**src/rtl/msum_pkg.sv**
```systemverilog
package msum_pkg;
  localparam int unsigned DEF_LANE_W = 16;
  localparam int unsigned DEF_LANES  = 4;
  localparam int unsigned DEF_ACC_W  = 64;
  localparam int unsigned PIPE_LAT   = 3;
endpackage

```
**src/rtl/msum_lane_mul.sv**
```systemverilog
module msum_lane_mul #(
  parameter int LANE_W = 16,
  localparam int PW = 2 * LANE_W
) (
  input  logic [LANE_W-1:0] a,
  input  logic [LANE_W-1:0] b,
  output logic [PW-1:0]     prod
);
  logic signed [PW-1:0] ax;
  logic signed [PW-1:0] bx;

  // sign-extend both lanes so the full-width product is exact
  assign ax   = {{LANE_W{a[LANE_W-1]}}, a};
  assign bx   = {{LANE_W{b[LANE_W-1]}}, b};
  assign prod = ax * bx;
endmodule

```
**src/rtl/msum_pair_add.sv**
```systemverilog
module msum_pair_add #(
  parameter int IN_W = 32
) (
  input  logic [IN_W-1:0] x,
  input  logic [IN_W-1:0] y,
  output logic [IN_W:0]   s
);
  // one guard bit keeps the signed pair sum exact
  assign s = {x[IN_W-1], x} + {y[IN_W-1], y};
endmodule

```
**src/rtl/msum_final_add.sv**
```systemverilog
module msum_final_add #(
  parameter int IN_W  = 33,
  parameter int N     = 2,
  parameter int ACC_W = 64
) (
  input  logic [IN_W-1:0]  part [N],
  input  logic [ACC_W-1:0] acc,
  output logic [ACC_W-1:0] sum
);
  always_comb begin
    sum = acc;
    for (int k = 0; k < N; k++) begin
      sum = sum + {{(ACC_W-IN_W){part[k][IN_W-1]}}, part[k]};
    end
  end
endmodule

```
**src/rtl/msum_acc.sv**
```systemverilog
module msum_acc #(
  parameter int LANE_W = msum_pkg::DEF_LANE_W,
  parameter int LANES  = msum_pkg::DEF_LANES,
  parameter int ACC_W  = msum_pkg::DEF_ACC_W,
  localparam int SRC_W = LANE_W * LANES
) (
  input  logic             clk,
  input  logic             rst_n,
  input  logic             in_valid,
  output logic             in_ready,
  input  logic [SRC_W-1:0] in_src_a,
  input  logic [SRC_W-1:0] in_src_b,
  input  logic [ACC_W-1:0] in_acc,
  output logic             out_valid,
  input  logic             out_ready,
  output logic [ACC_W-1:0] out_data
);
  localparam int PROD_W = 2 * LANE_W;
  localparam int PAIR_W = PROD_W + 1;
  localparam int PAIRS  = LANES / 2;

  logic advance;

  // stage 1: lane products
  logic [PROD_W-1:0] mul_out  [LANES];
  logic [PROD_W-1:0] s1_prod  [LANES];
  logic [ACC_W-1:0]  s1_acc;
  logic              s1_valid;

  // stage 2: pair sums
  logic [PAIR_W-1:0] pair_out [PAIRS];
  logic [PAIR_W-1:0] s2_pair  [PAIRS];
  logic [ACC_W-1:0]  s2_acc;
  logic              s2_valid;

  // stage 3: accumulate
  logic [ACC_W-1:0]  fin_sum;
  logic [ACC_W-1:0]  s3_data;
  logic              s3_valid;

  // the whole pipe moves unless a result is held at the output
  assign advance  = !s3_valid || out_ready;
  assign in_ready = advance;

  for (genvar l = 0; l < LANES; l++) begin : g_lane
    msum_lane_mul #(.LANE_W(LANE_W)) u_mul (
      .a    (in_src_a[l*LANE_W +: LANE_W]),
      .b    (in_src_b[l*LANE_W +: LANE_W]),
      .prod (mul_out[l])
    );
  end

  for (genvar p = 0; p < PAIRS; p++) begin : g_pair
    msum_pair_add #(.IN_W(PROD_W)) u_pair (
      .x (s1_prod[2*p]),
      .y (s1_prod[2*p+1]),
      .s (pair_out[p])
    );
  end

  msum_final_add #(.IN_W(PAIR_W), .N(PAIRS), .ACC_W(ACC_W)) u_fin (
    .part (s2_pair),
    .acc  (s2_acc),
    .sum  (fin_sum)
  );

  always_ff @(posedge clk) begin
    if (!rst_n) begin
      s1_valid <= 1'b0;
      s2_valid <= 1'b0;
      s3_valid <= 1'b0;
    end else if (advance) begin
      s1_valid <= in_valid;
      s2_valid <= s1_valid;
      s3_valid <= s2_valid;
    end
  end

  // data registers need no reset; they only load on a valid slot
  always_ff @(posedge clk) begin
    if (advance && in_valid) begin
      s1_prod <= mul_out;
      s1_acc  <= in_acc;
    end
    if (advance && s1_valid) begin
      s2_pair <= pair_out;
      s2_acc  <= s1_acc;
    end
    if (advance && s2_valid) begin
      s3_data <= fin_sum;
    end
  end

  assign out_valid = s3_valid;
  assign out_data  = s3_data;
endmodule

```
**config.mk**
```make
export PLATFORM = sky130hd
export DESIGN_NAME = msum_acc
export DESIGN_NICKNAME = d
export VERILOG_FILES = /design/src/rtl/msum_pkg.sv /design/src/rtl/msum_lane_mul.sv /design/src/rtl/msum_pair_add.sv /design/src/rtl/msum_final_add.sv /design/src/rtl/msum_acc.sv
export SDC_FILE = /design/constraint.sdc
export NUM_CORES = 2
export LEC_CHECK = 0
export BUFFER_PORTS_ARGS = -buffer_cell sky130_fd_sc_hd__buf_2
export CORE_MARGIN = 2
export CORE_UTILIZATION = 45
export CTS_CLUSTER_DIAMETER = 120
export DETAILED_ROUTE_END_ITERATION = 12
export GPL_ROUTABILITY_DRIVEN = 0
export PLACE_DENSITY = 0.73
export REMOVE_ABC_BUFFERS = 1
export SLEW_MARGIN = 15
export SYNTH_ARGS = -nofsm -noshare
export SYNTH_HDL_FRONTEND = slang
export SYNTH_HIERARCHICAL = 1
export SYNTH_SLANG_ARGS = --single-unit
```
**constraint.sdc**
```tcl
create_clock -name clk -period 9.1 [get_ports clk]
set_input_delay 1.82 -clock clk [delete_from_list [all_inputs] [get_ports clk]]
set_output_delay 1.82 -clock clk [all_outputs]
set_load 0.005 [all_outputs]
```
# Word-level counts from Yosys, hierarchy flattened
# Index checks and enable logic that the tools add are counted.
# word_totals
out_inout_bits	66
regBits	389
wordCells	25
input_bits	196
# classes
reduce_logical	5
n_mul	4
addsub	4
# op_table
cell	n
adder 64 bit	2
multiplier 16 x 16 -> 32 bit	4
adder 32 x 32 -> 33 bit	2
logical AND 1 bit	3
logical NOT 1 bit	1
logical OR 1 bit	1

# Logic depth before layout (Yosys ltp)
# logic_depth
depth_word	3
depth_mapped	24
mapped_depth_nobuf	23

# Modules after synthesis
# Netlist, hierarchy kept.
# by_module_without_submodules
mod	seq_area_each_um2	cells_each	area_each_um2	instances
msum_lane_mul (g_lane[1].u_mul ...)	0.0	1106	9963.3	2
msum_acc	11651.2	401	11737.5	1
msum_lane_mul (g_lane[0].u_mul)	0.0	1108	9969.6	1
msum_lane_mul (g_lane[3].u_mul)	0.0	1098	9880.7	1
msum_final_add	0.0	635	5247.5	1
msum_pair_add (g_pair[1].u_pair)	0.0	253	1828.0	1
msum_pair_add (g_pair[0].u_pair)	0.0	249	1759.2	1

# Worst setup path after synthesis
# OpenSTA, ideal clock, no wires.
# synth_path
kind	in2reg
startpoint	input in_src_a[15]
endpoint	register s1_prod[127] (netlist name) (data pin)
required_time_ps	8840
setup_time_ps	260
path_buffers	1
stages	20
slack_ps	1297
t_arrival_ps	7543
path_cell_list	clkbuf_1 nand2_1 fa_1 inv_1 fa_1 fa_1 fa_1 fa_1 inv_1 fa_1 inv_1 ha_1 a21o_1 a21o_1 a21o_1 a21o_1 a31o_1 or3_1 o21bai_1 xnor2_1
# synth_lines
item	line_no	text
from (decl)	msum_acc.sv:11	input logic [SRC_W-1:0] in_src_a,
to (signal assigned)	msum_acc.sv:82	s1_prod <= mul_out;
to (decl)	msum_acc.sv:26	logic [PROD_W-1:0] s1_prod [LANES];

==> summary.txt <==
Synth cell count leaders: 1242 x inv_1, 1114 x fa_1, 615 x nand2_1, 513 x and2_1, 455 x ha_1
Final period util: 0.834
Tot GR Track Use: 0.216
Starting Density: 0.453
Vias: 42100
Post-DP HPWL: 119 mm
Initial antenna violation count: 35
Setup crit start kind: input pin
Crit-path most repeated cell: fa_1
CP Class: input pin to register
Num rows: 134
Synth area leaders: fa_1 37%, edfxtp_1 19%, ha_1 9.4%
Outcome: complete, no violations
Chip Width: 370 um
WHS Path Cells: 0
Count leader, synth: inv_1
Final setup viols: 0
Setup repair after global routing missed its margin: no
Crit path cell chain: buf_2 -> nand2_1 -> fa_1 -> inv_1 -> fa_1 -> fa_1 -> fa_1 -> fa_1 -> inv_1 -> fa_1 -> inv_1 -> ha_1 -> a21o_1 -> a21o_1 -> a21o_1 -> a21o_1 -> a31o_1 -> or3_1 -> o21bai_1 -> xnor2_1
Die area: 137000 sq um
Share of cells above drive strength 1: 0.0682
Fin. max-slew vios: 0
Number of global-route vias before repair: 44000
First-pass GRT wire length: 236 mm
Synth area leader: fa_1
Synthesized area: 60300 sq um
Post-CTS sizing: 0
Flop2flop setup slack: 4220 ps
CP max stage cell: fa_1
Synth Instances: 5956
Critical Path AT: 7900 ps
Tightest Pin Transition: 932 ps
Post-CTS Setup Bufs: 0
DRC viols: 0
I/O Buffers: 261
ANT nets after route: 0
YS warnings: 6
First-pass DRT Iterations: 6
Later-pin clock latency in the skew report: 580 ps
Hold Buf Count CTS: 0
Worst-path fanout max: 16
Max clock buf depth: 3
Clock transition at path regs: 60 ps
Fin nets: 7846
Post-synthesis sequential area ratio: 0.193
Post-synth top area share: 0.370
Boundary pin count: 262
Pin count of the biggest net entering global routing: 75
FF-to-FF path depth: 12
Crit path largest cell delay: 920 ps
CTS tree: yes
WP data required: 9410 ps
Root Driver: clkbuf_16
Dominant synthesized flop cell: edfxtp_1
WHS: 417 ps
DR vias/cell: 5.34
Htree depth: 2
Routed WL: 144 mm
Avg Cell Area, Syn: 10.1 sq um
Grt total ovfl: 0
Cell variety after synth: 102
TNS Setup: 0 ps
Crit. End Element: register
Clk_skew: 28.5 ps
Number of flops mapped to enable cells by yosys: 386
DR iter-0 viols: 3449
Sink Count: 389
Achievable clock frequency: 0.132 GHz
Total core area: 133000 sq um
Max-cap violations: 0
Max-slew headroom: 0.379
Chip height: 370 um
Area grow syn2layout: 7.00%
DR WL/cell: 18.3 um
Ys async rst share: 0
Tmin final: 7590 ps
Min-delay worst type: register to register
Fin. Hold Viols: 0
Cts bufs inserted: 41
Flop and latch count out of synthesis: 389
==> per-layer routing <==
| layer | track usage | up-vias | part of all wire |
|---|---|---|---|
| met5 | 0 | - | 0.0015 |
| met4 | 0.0564 | 32 | 0.021 |
| met3 | 0.0440 | 222 | 0.083 |
| met2 | 0.344 | 1539 | 0.47 |
| met1 | 0.300 | 21300 | 0.43 |
| li1 | - | 19000 | - |
==> final timing paths <==
| check | start | endpoint |
|---|---|---|
| worst min-delay path | s1_acc[28] | s2_acc[28] |
| worst max register to register | s2_pair[32] | out_data[61] |
| worst min register to register | s1_acc[28] | s2_acc[28] |
| worst max-delay path | in_src_a[15] | s1_prod[127] |
==> layout make-up <==
class,count,area [sq um]
flip-flops and latches,389,11700
clock inverters,21,225
multi-input cells,4136,43300
well taps,1768,2210
fillers,12100,68700
repair buffers,270,1370
inverters,1243,4670
clock buffers,53,1110
diodes,17,42.5
==> sequential cells by signal, summed over array words and instances (netlist names) <==
register   count
out_valid      1
s2_acc        64
s1_prod      128
out_data      64
s1_valid       1
s2_pair       66
s1_acc        64
s2_valid       1
==> logic make-up (layout without fill, tap and decap cells) <==
group,after synthesis,after routing,synth area share
fa+ha+maj,1569,1569,0.464
other cells,0,17,0
xor+xnor,240,240,0.0348
mux,8,8,0.00133
flops,389,389,0.193
buf+inv,1431,1587,0.0897
compound gates,724,724,0.0836
simple gates,1595,1595,0.134
==> layout by cell type (no fill, tap or decap), types with 14 or more instances in the layout <==
cell       synthesis  routed
a211oi_1          24      24
a21o_1           123     123
a21oi_1          188     188
a31oi_1           31      31
and2_1           513     510
and3_1            24      24
buf_2             21     261
clkbuf_16          0      43
diode_2            0      17
edfxtp_1         386     386
fa_1            1114    1114
ha_1             455     455
inv_1           1242    1242
nand2_1          615     615
nand2b_1          35      35
nand3_1           31      31
nand4_1           58      58
nor2_1           168     168
nor2b_1           14      14
nor3_1            53      53
o211ai_1          15      15
o21a_1            23      23
o21ai_0          107     107
o21ai_1           14      14
o21bai_1          30      30
xnor2_1          163     163
xor2_1            77      77
==> critical path: cells and delay by family <==
| family | cells | cell delay [ps] |
|---|---|---|
| xor+xnor | 1 | 80 |
| fa+ha+maj | 7 | 3930 |
| buf+inv | 4 | 430 |
| simple gates | 2 | 480 |
| compound gates | 6 | 1150 |
==> stage by stage <==
stage,setup slack [ps],std cells,area [sq um],util
after floorplan,1610,5768,59600,-
after global placement,971,7806,63200,0.474
after detailed placement,928,7806,63200,0.474
after CTS,1520,7880,64500,0.484
after global routing,1130,7894,64600,0.484
final,1510,7897,64600,0.484
Power is not shown: default switching activity piles up to over one toggle a cycle in this logic, so the estimate is an artifact.
